--- src/rtl/osr_rx_pkg.sv ---
package osr_rx_pkg;

  // receive state machine
  typedef enum logic [2:0] {
    RX_IDLE,
    RX_START,
    RX_DATA,
    RX_PAR,
    RX_STOP,
    RX_HUNT
  } rx_state_e;

  // per-frame error report from the framer
  typedef struct packed {
    logic brk;
    logic par;
    logic frm;
  } rx_err_t;

  // sticky flag slots
  localparam int unsigned ERR_CLASSES = 4;
  localparam int unsigned FLG_BRK = 0;
  localparam int unsigned FLG_PAR = 1;
  localparam int unsigned FLG_FRM = 2;
  localparam int unsigned FLG_OVR = 3;

endpackage

--- src/rtl/osr_rx_sync.sv ---
module osr_rx_sync #(
  parameter int unsigned STAGES  = 2,
  parameter logic        RST_VAL = 1'b1
) (
  input  logic clk,
  input  logic rst_n,
  input  logic d,
  output logic q
);

  logic [STAGES-1:0] ff;

  always_ff @(posedge clk or negedge rst_n) begin
    if (!rst_n) ff <= {STAGES{RST_VAL}};
    else        ff <= {ff[STAGES-2:0], d};
  end

  assign q = ff[STAGES-1];

endmodule

--- src/rtl/osr_rx_framer.sv ---
module osr_rx_framer
  import osr_rx_pkg::*;
#(
  parameter int unsigned DATA_W  = 8,
  parameter int unsigned OSR_MAX = 16
) (
  input  logic              clk,
  input  logic              rst_n,
  input  logic              tick,
  input  logic              line,
  input  logic              os_full,
  input  logic              start_low,
  input  logic              lsb_first,
  input  logic              par_en,
  input  logic              par_odd,
  output logic              done,
  output logic [DATA_W-1:0] data,
  output rx_err_t           err
);

  localparam int unsigned CNT_W = $clog2(OSR_MAX);
  localparam int unsigned IDX_W = (DATA_W > 1) ? $clog2(DATA_W) : 1;

  rx_state_e         state;
  logic [CNT_W-1:0]  cnt;
  logic [IDX_W-1:0]  idx;
  logic [DATA_W-1:0] shreg;
  logic              par_acc;
  logic              par_bad;
  logic              all_start;

  logic              start_lvl;
  logic              at_start;
  logic [CNT_W-1:0]  cnt_last;
  logic [CNT_W-1:0]  half_last;
  logic              bit_end;
  logic              mid_start;
  logic [DATA_W-1:0] next_shreg;
  logic              is_break;

  always_comb begin
    start_lvl  = ~start_low;
    at_start   = (line == start_lvl);
    cnt_last   = os_full ? CNT_W'(OSR_MAX - 1) : CNT_W'(OSR_MAX / 2 - 1);
    half_last  = cnt_last >> 1;
    bit_end    = tick && (cnt == cnt_last);
    mid_start  = tick && (cnt == half_last);
    next_shreg = lsb_first ? {line, shreg[DATA_W-1:1]}
                           : {shreg[DATA_W-2:0], line};
    is_break   = all_start && at_start;
  end

  always_ff @(posedge clk or negedge rst_n) begin
    if (!rst_n) begin
      state     <= RX_IDLE;
      cnt       <= '0;
      idx       <= '0;
      shreg     <= '0;
      par_acc   <= 1'b0;
      par_bad   <= 1'b0;
      all_start <= 1'b0;
      done      <= 1'b0;
      data      <= '0;
      err       <= '0;
    end else begin
      done <= 1'b0;
      case (state)
        RX_IDLE: begin
          if (tick && at_start) begin
            state <= RX_START;
            cnt   <= '0;
          end
        end
        RX_START: begin
          if (mid_start) begin
            cnt <= '0;
            if (at_start) begin
              state     <= RX_DATA;
              idx       <= '0;
              par_acc   <= 1'b0;
              par_bad   <= 1'b0;
              all_start <= 1'b1;
            end else begin
              state <= RX_IDLE;
            end
          end else if (tick) begin
            cnt <= cnt + 1'b1;
          end
        end
        RX_DATA: begin
          if (bit_end) begin
            cnt       <= '0;
            shreg     <= next_shreg;
            par_acc   <= par_acc ^ line;
            all_start <= all_start & at_start;
            if (idx == IDX_W'(DATA_W - 1)) state <= par_en ? RX_PAR : RX_STOP;
            else                           idx   <= idx + 1'b1;
          end else if (tick) begin
            cnt <= cnt + 1'b1;
          end
        end
        RX_PAR: begin
          if (bit_end) begin
            cnt       <= '0;
            par_bad   <= ((par_acc ^ line) != par_odd);
            all_start <= all_start & at_start;
            state     <= RX_STOP;
          end else if (tick) begin
            cnt <= cnt + 1'b1;
          end
        end
        RX_STOP: begin
          if (bit_end) begin
            cnt     <= '0;
            done    <= 1'b1;
            data    <= shreg;
            err.brk <= is_break;
            err.frm <= at_start && !all_start;
            err.par <= par_bad && !is_break;
            state   <= at_start ? RX_HUNT : RX_IDLE;
          end else if (tick) begin
            cnt <= cnt + 1'b1;
          end
        end
        RX_HUNT: begin
          if (tick && !at_start) state <= RX_IDLE;
        end
        default: state <= RX_IDLE;
      endcase
    end
  end

endmodule

--- src/rtl/osr_rx_hold.sv ---
module osr_rx_hold #(
  parameter int unsigned DATA_W = 8
) (
  input  logic              clk,
  input  logic              rst_n,
  input  logic              in_done,
  input  logic              in_drop,
  input  logic [DATA_W-1:0] in_data,
  input  logic              out_ready,
  output logic              out_valid,
  output logic [DATA_W-1:0] out_data,
  output logic              overrun
);

  logic accept;
  logic load_ok;

  always_comb begin
    accept  = in_done && !in_drop;
    load_ok = !out_valid || out_ready;
    overrun = accept && !load_ok;
  end

  always_ff @(posedge clk or negedge rst_n) begin
    if (!rst_n) begin
      out_valid <= 1'b0;
      out_data  <= '0;
    end else if (accept && load_ok) begin
      out_valid <= 1'b1;
      out_data  <= in_data;
    end else if (out_valid && out_ready) begin
      out_valid <= 1'b0;
    end
  end

endmodule

--- src/rtl/osr_rx_status.sv ---
module osr_rx_status #(
  parameter int unsigned N = 4
) (
  input  logic         clk,
  input  logic         rst_n,
  input  logic [N-1:0] set,
  input  logic         clr,
  input  logic [N-1:0] en,
  input  logic         en_all,
  input  logic         rx_avail,
  input  logic         en_rx,
  output logic [N-1:0] flags,
  output logic         irq
);

  for (genvar g = 0; g < N; g++) begin : g_flag
    always_ff @(posedge clk or negedge rst_n) begin
      if (!rst_n)      flags[g] <= 1'b0;
      else if (set[g]) flags[g] <= 1'b1;
      else if (clr)    flags[g] <= 1'b0;
    end
  end

  assign irq = en_all && ((|(flags & en)) || (en_rx && rx_avail));

endmodule

--- src/rtl/osr_uart_rx.sv ---
module osr_uart_rx
  import osr_rx_pkg::*;
#(
  parameter int unsigned DATA_W      = 8,
  parameter int unsigned OSR_MAX     = 16,
  parameter int unsigned SYNC_STAGES = 2
) (
  input  logic              clk,
  input  logic              rst_n,
  input  logic              tick,
  input  logic              rxd,
  input  logic              cfg_os16,
  input  logic              cfg_start_low,
  input  logic              cfg_lsb_first,
  input  logic              cfg_parity_en,
  input  logic              cfg_parity_odd,
  input  logic              cfg_flow_en,
  output logic [DATA_W-1:0] out_data,
  output logic              out_valid,
  input  logic              out_ready,
  output logic              err_break,
  output logic              err_parity,
  output logic              err_frame,
  output logic              err_overrun,
  input  logic              clr_status,
  input  logic              irq_en_all,
  input  logic              irq_en_rx,
  input  logic              irq_en_break,
  input  logic              irq_en_parity,
  input  logic              irq_en_frame,
  input  logic              irq_en_overrun,
  output logic              irq,
  output logic              flow_rts
);

  logic                   line_s;
  logic                   fr_done;
  logic [DATA_W-1:0]      fr_data;
  rx_err_t                fr_err;
  logic                   fr_brk;
  logic                   ovr;
  logic [ERR_CLASSES-1:0] flag_set;
  logic [ERR_CLASSES-1:0] flag_en;
  logic [ERR_CLASSES-1:0] flags;

  osr_rx_sync #(.STAGES(SYNC_STAGES), .RST_VAL(1'b1)) u_sync (
    .clk   (clk),
    .rst_n (rst_n),
    .d     (rxd),
    .q     (line_s)
  );

  osr_rx_framer #(.DATA_W(DATA_W), .OSR_MAX(OSR_MAX)) u_framer (
    .clk       (clk),
    .rst_n     (rst_n),
    .tick      (tick),
    .line      (line_s),
    .os_full   (cfg_os16),
    .start_low (cfg_start_low),
    .lsb_first (cfg_lsb_first),
    .par_en    (cfg_parity_en),
    .par_odd   (cfg_parity_odd),
    .done      (fr_done),
    .data      (fr_data),
    .err       (fr_err)
  );

  assign fr_brk = fr_err.brk;

  osr_rx_hold #(.DATA_W(DATA_W)) u_hold (
    .clk       (clk),
    .rst_n     (rst_n),
    .in_done   (fr_done),
    .in_drop   (fr_brk),
    .in_data   (fr_data),
    .out_ready (out_ready),
    .out_valid (out_valid),
    .out_data  (out_data),
    .overrun   (ovr)
  );

  always_comb begin
    flag_set          = '0;
    flag_set[FLG_BRK] = fr_done && fr_err.brk;
    flag_set[FLG_PAR] = fr_done && fr_err.par;
    flag_set[FLG_FRM] = fr_done && fr_err.frm;
    flag_set[FLG_OVR] = ovr;
    flag_en           = '0;
    flag_en[FLG_BRK]  = irq_en_break;
    flag_en[FLG_PAR]  = irq_en_parity;
    flag_en[FLG_FRM]  = irq_en_frame;
    flag_en[FLG_OVR]  = irq_en_overrun;
  end

  osr_rx_status #(.N(ERR_CLASSES)) u_status (
    .clk      (clk),
    .rst_n    (rst_n),
    .set      (flag_set),
    .clr      (clr_status),
    .en       (flag_en),
    .en_all   (irq_en_all),
    .rx_avail (out_valid),
    .en_rx    (irq_en_rx),
    .flags    (flags),
    .irq      (irq)
  );

  assign err_break   = flags[FLG_BRK];
  assign err_parity  = flags[FLG_PAR];
  assign err_frame   = flags[FLG_FRM];
  assign err_overrun = flags[FLG_OVR];
  assign flow_rts    = cfg_flow_en ? !out_valid : 1'b1;

endmodule

--- config.mk ---
export PLATFORM = sky130hd
export DESIGN_NAME = osr_uart_rx
export DESIGN_NICKNAME = d
export VERILOG_FILES = /design/src/rtl/osr_rx_pkg.sv /design/src/rtl/osr_rx_sync.sv /design/src/rtl/osr_rx_framer.sv /design/src/rtl/osr_rx_hold.sv /design/src/rtl/osr_rx_status.sv /design/src/rtl/osr_uart_rx.sv
export SDC_FILE = /design/constraint.sdc
export NUM_CORES = 1
export LEC_CHECK = 0
export BUFFER_PORTS_ARGS = -buffer_cell sky130_fd_sc_hd__buf_2
export CAP_MARGIN = 5
export CORE_MARGIN = 8
export CORE_UTILIZATION = 45
export DETAILED_ROUTE_END_ITERATION = 8
export GPL_TIMING_DRIVEN = 0
export PLACE_DENSITY = 0.7
export SYNTH_ARGS = -nofsm -noshare
export SYNTH_HDL_FRONTEND = slang
export SYNTH_SLANG_ARGS = --single-unit
--- constraint.sdc ---
create_clock -name clk -period 2.2 [get_ports clk]
set_input_delay 0 -clock clk [delete_from_list [all_inputs] [get_ports clk]]
set_output_delay 0 -clock clk [all_outputs]
set_load 0.01 [all_outputs]
Yosys cells after proc, flatten, opt, wreduce, memory -nomap -nowiden --
Cells that the tools add are included.
Storage, ports and cells: register bits after elaboration 48, latch bits 0, memory bits (writable) 0, ROM bits 0, input bits 18, word-level logic and storage cells 133, memories kept 0
Cells by class: add/sub/neg operators 2, multipliers 0, div/mod/pow operators 0, $lt $le $gt $ge 0, equal/unequal tests 20, shifts and indexed selects 0, multiplexer cells 43, bitwise operators 4, reduce and logical (&&, ||, !) cells 45
Operator list (count):
- two-way mux 3 bit | 13
- two-way mux 4 bit | 5
- != test 2 x 1 -> 1 bit (second input constant) | 9
- case mux 3 bit (6 select lines) | 1
- two-way mux 1 bit | 17
- logical AND 1 bit | 16
- nonzero test 2 bit | 8
- case mux 4 bit (3 select lines) | 1
- AND reduction 4 bit | 3
- == test 3 bit (second input constant) | 3
- two-way mux 8 bit | 1
- AND reduction 7 bit | 1
- == test 3 x 2 -> 1 bit (second input constant) | 2
- zero test 1 bit | 6
- case mux 1 bit (2 select lines) | 3
- case mux 3 bit (2 select lines) | 1
- AND reduction 2 bit | 3
- AND reduction 5 bit | 1
- adder 4 x 1 -> 4 bit (second input constant) | 1
- bitwise AND 4 bit | 1
- == test 4 x 3 -> 1 bit | 1
- == test 4 bit | 1
- OR reduction 4 bit | 1
- adder 3 x 1 -> 3 bit (second input constant) | 1
- 13 further kinds | 14

Logic depth before layout (Yosys ltp) --
word-level depth 6, gate-level depth with buffers 7

Modules after synthesis --
From an unflattened synthesis, not the netlist that was laid out.
Unflattened totals: cell total of the unflattened synthesis 225, area, all modules 2431.1 um2
By module, submodules not included:
- osr_rx_framer | instances 1, cells each 184, area each 1790.5 um2, sequential area each 825.8 um2
- osr_rx_hold | instances 1, cells each 23, area each 405.4 um2, sequential area each 225.2 um2
- osr_rx_status | instances 1, cells each 12, area each 160.2 um2, sequential area each 100.1 um2
- osr_rx_sync | instances 1, cells each 2, area each 52.6 um2, sequential area each 52.6 um2
- osr_uart_rx | instances 1, cells each 4, area each 22.5 um2, sequential area each 0.0 um2

Worst setup path after synthesis --
Ideal clock, no wire load.
path type flip-flop to flip-flop, start register u_framer.cnt[0], end register u_framer.err[0] (netlist bit), setup time 0.096 ns, data arrival time 1.512 ns, data required time 2.104 ns, setup slack 0.592 ns, stages on the path, launching flop included 8, clock period less this slack 1.608 ns, cell sequence dfrtp_1 > ha_1 > and3_2 > buf_2 > nand3_1 > clkbuf_1 > nand2_1 > o31ai_1
On the way: cells in the longest elaborated chain, start to end 3
Ends and longest elaborated chain:
- from (decl) | RTL line osr_rx_framer.sv:25 | logic [CNT_W-1:0] cnt;
- from (signal assigned) | RTL line osr_rx_framer.sv:87 | cnt <= cnt + 1'b1;
- from (signal assigned) | RTL line osr_rx_framer.sv:99 | cnt <= cnt + 1'b1;
- from (signal assigned) | RTL line osr_rx_framer.sv:109 | cnt <= cnt + 1'b1;
- == test 4 bit | RTL line osr_rx_framer.sv:46 | bit_end = tick && (cnt == cnt_last);
- logical AND 1 bit | RTL line osr_rx_framer.sv:46
- AND reduction 2 bit (no line)
- to (decl) | RTL line osr_rx_framer.sv:18 | output rx_err_t err
No other way between the ends. A chain may end at the register's enable or synchronous reset.

Final worst setup path --
start register u_sync.ff[1], end register u_framer.idx[0]
On the way: cells in the longest elaborated chain, start to end 3
Ends and longest elaborated chain:
- from (decl) | RTL line osr_rx_sync.sv:11 | logic [STAGES-1:0] ff;
- from (signal assigned) | RTL line osr_rx_sync.sv:14 | if (!rst_n) ff <= {STAGES{RST_VAL}};
- from (signal assigned) | RTL line osr_rx_sync.sv:15 | else ff <= {ff[STAGES-2:0], d};
- == test 1 bit | RTL line osr_rx_framer.sv:43 | at_start = (line == start_lvl);
- != test 2 x 1 -> 1 bit (no line)
- AND reduction 5 bit (no line)
- to (signal assigned) | RTL line osr_rx_framer.sv:97 | else idx <= idx + 1'b1;
- to (decl) | RTL line osr_rx_framer.sv:26 | logic [IDX_W-1:0] idx;
No other way between the ends.

==> out/qor.yml <==
outcome: "complete, no violations"
path_max_fanout: 7
core_sq_mm: 0.005075
htreeDepth: 2
areaGrowthSynthToFinish_pct: 17.48
post_cts_resized: 0
async_flop_share_pct: 100.0
final_common_cell: "dfrtp_1"
rows: 26
firstDrtPassIters: 4
synth-adder-area-share_pct: 1.599
cts_sinks: 48
synth_top_area_cell: "dfrtp_1"
fill_cells: 475
synth_top_cell_area_share_pct: 49.04
synth_compound_area_share_pct: 14.29
arrival_ns: 2.10
required_ns: 2.38
drt_first_iter_violations: 99
synth_cells: 226
cp_top_family: "simple AND/OR/NAND/NOR gates"
muxShareOfSynthArea_pct: 8.102
reg2reg_slack_ns: 0.28
ctsLongestPathBuffers: 2
final_layout_size_suffix_gt1_share_pct: 25.37
grt_pass1_wl_microns: 8135
critPathLaunchType: "flip-flop"
grt-ovfl-total: 0
cp_slowest_cell: "dfstp_2"
final_cell_mix: "dfrtp_1, nand2_1, buf_2"
clk_latency_ns: 0.30
synth_xor_xnor_area_share_pct: 3.998
start_util_pct: 46.25
tightest_slew_ns: 1.033
worstSetupPathType: "reg -> reg"
hpwl_microns: 3311
dpl_cell_area_sq_mm: 0.002590
antenna_found_initial: 0
cp-end-kind: "flip-flop"
synth_cell_type_count: 59
period_share_pct: 87.48
clkSlewWorstSetupHoldPaths_ns: 0.10
n_antenna_cell: 0
cts_made_buffers: 5
synth_top_family_by_area: "simple AND/OR/NAND/NOR gates"
drc: 0
crit_buf_inv: 1
finalMaxSlewViolations: 0
drt_wl_total_microns: 4595
io_buffer_count: 31
fp.dieArea_sq_mm: 0.007783
vias: 1741
avgSynthCellArea_sq_um: 10.39
synth_seq_cells: 48
grt_start_max_net_pins: 49
vias_per_cell: 5.151
fin_util_pct: 54.34
yosys.area_share.simple_pct: 16.36
grt_usage_pct: 13.13
maxCapViolCount: 0
ys_warn_count: 0
netlist_area_sq_mm: 0.002347
slew-limit-headroom_pct: 31.11
fin_worst_skew_ns: 0.01083
synth_ff_type: "dfrtp_1"
grt_pass1_vias: 1822
fin_crit_ns: 1.925
fin_area_sq_mm: 0.002758
hold_violations: 0
fp.dieW_microns: 88.22
fmax_mhz: 519.6
synth_nets: 247
synth_edf_count: 0
place_congestion: 0.9076
yosys-top-cells-area: "dfrtp_1, nand2_1, mux2i_1"
cts_root_buf: "clkbuf_8"
rsz0062_at_grt: "no"
ios: 33
crit_chain: "buf_4, xnor2_2, nor4_1, and2_1, o22ai_1"
fin_setup_tns_ns: 0
ys_seq_area_share_pct: 51.28
power_density_mw_per_mm2: 932.7
hp-class: "in -> reg"
die_h_microns: 88.22
slowest_delay_ns: 0.53
setup_viol: 0
ir_worst_vdd_v: 0.0005187
wire_per_inst_microns: 13.59
cts_tree: "done"
leakagePower_uw: 0.001369
final_nets: 288
ant_nets: 0
[metal layers]
metal  up-vias  share of wire (%)  track usage [%]
li1        873                  -                -
met1       823                 47            15.68
met2        40                 44            21.25
met3         5                8.3            4.457
met4         0                1.3            5.069
met5         -                  0                0
[cell usage after synthesis, drive strengths merged (4+ instances only)]
library cell / count
a21oi: 9
a22oi: 4
buf: 6
dfrtp: 46
inv: 10
mux2: 8
mux2i: 10
nand2: 40
nand3: 5
nor2: 14
o21ai: 12
o22ai: 4
xnor2: 4
xor2: 5
[state kept, by name (all words and copies together), names as in the netlist]
register            cells
u_framer.err            3
u_framer.idx            3
u_hold.out_valid        1
u_sync.ff               2
u_framer.cnt            4
u_framer.data           8
u_framer.state          3
u_status.flags          4
u_framer.par_acc        1
u_framer.done           1
u_framer.par_bad        1
u_framer.shreg          8
u_framer.all_start      1
u_hold.out_data         8
[worst register-to-register path, stage by stage, from the launching register on]
cell and delay (ns):
dfstp_2 0.53, buf_4 0.17, xnor2_2 0.15, nor4_1 0.53
and2_1 0.33, o22ai_1 0.10
[cell families after synthesis]
family          after synthesis
buf+inv                      20
compound gates               48
simple gates                 80
xor+xnor                      9
fa+ha+maj                     3
mux                          18
flops                        48
[final timing paths]
kind	start	end	depth (start not counted)
setup reg to reg	u_sync.ff[1]	u_framer.idx[0]	5
setup / recovery	u_sync.ff[1]	u_framer.idx[0]	5
max in group asynchronous	rst_n	u_status.flags[0]	2
hold / removal	out_ready	u_hold.out_valid	3
min in group asynchronous	rst_n	u_framer.cnt[2]	2
hold reg to reg	u_sync.ff[0]	u_sync.ff[1]	0
[layout make-up]
| type | instances | area [sq um] | area share [%] |
|---|---|---|---|
| multi-input combinational | 158 | 1041 | 37.75 |
| sequential | 48 | 1204 | 43.65 |
| timing repair buffer | 34 | 185.2 | 6.715 |
| buffer | 9 | 61.31 | 2.223 |
| clock buffer | 5 | 68.82 | 2.495 |
| inverter | 11 | 41.29 | 1.497 |
| clock inverter | 3 | 68.82 | 2.495 |
| tap | 70 | 87.58 | 3.176 |
[metrics by stage]
stage | hold WS [ns] | total power (uW) | worst slack, ns | std cells
floorplan | -0.2956 | 1649 | 0.5922 | 226
finish | 0.008089 | 2572 | 0.2753 | 338
global route | 0.04883 | 2731 | 0.1312 | 338
CTS | 0.0005090 | 2592 | 0.2568 | 338
detailed placement | 0.1062 | 1819 | 0.2953 | 327
global placement | 0.1049 | 1796 | 0.3539 | 327
[timing repair]
action / 4_1_cts / 5_1_grt
setup buffers: 0 / 0
hold buffers: 3 / 0
endpoints found under the hold margin: 51 / 0
[power by group]
group          internal [uW]  switching (uW)  leakage (uW)
combinational            323             390      0.000667
clock                    457             307     0.0000687
sequential               997            98.9      0.000633
No activity file was read; power rests on OpenSTA's default activity.
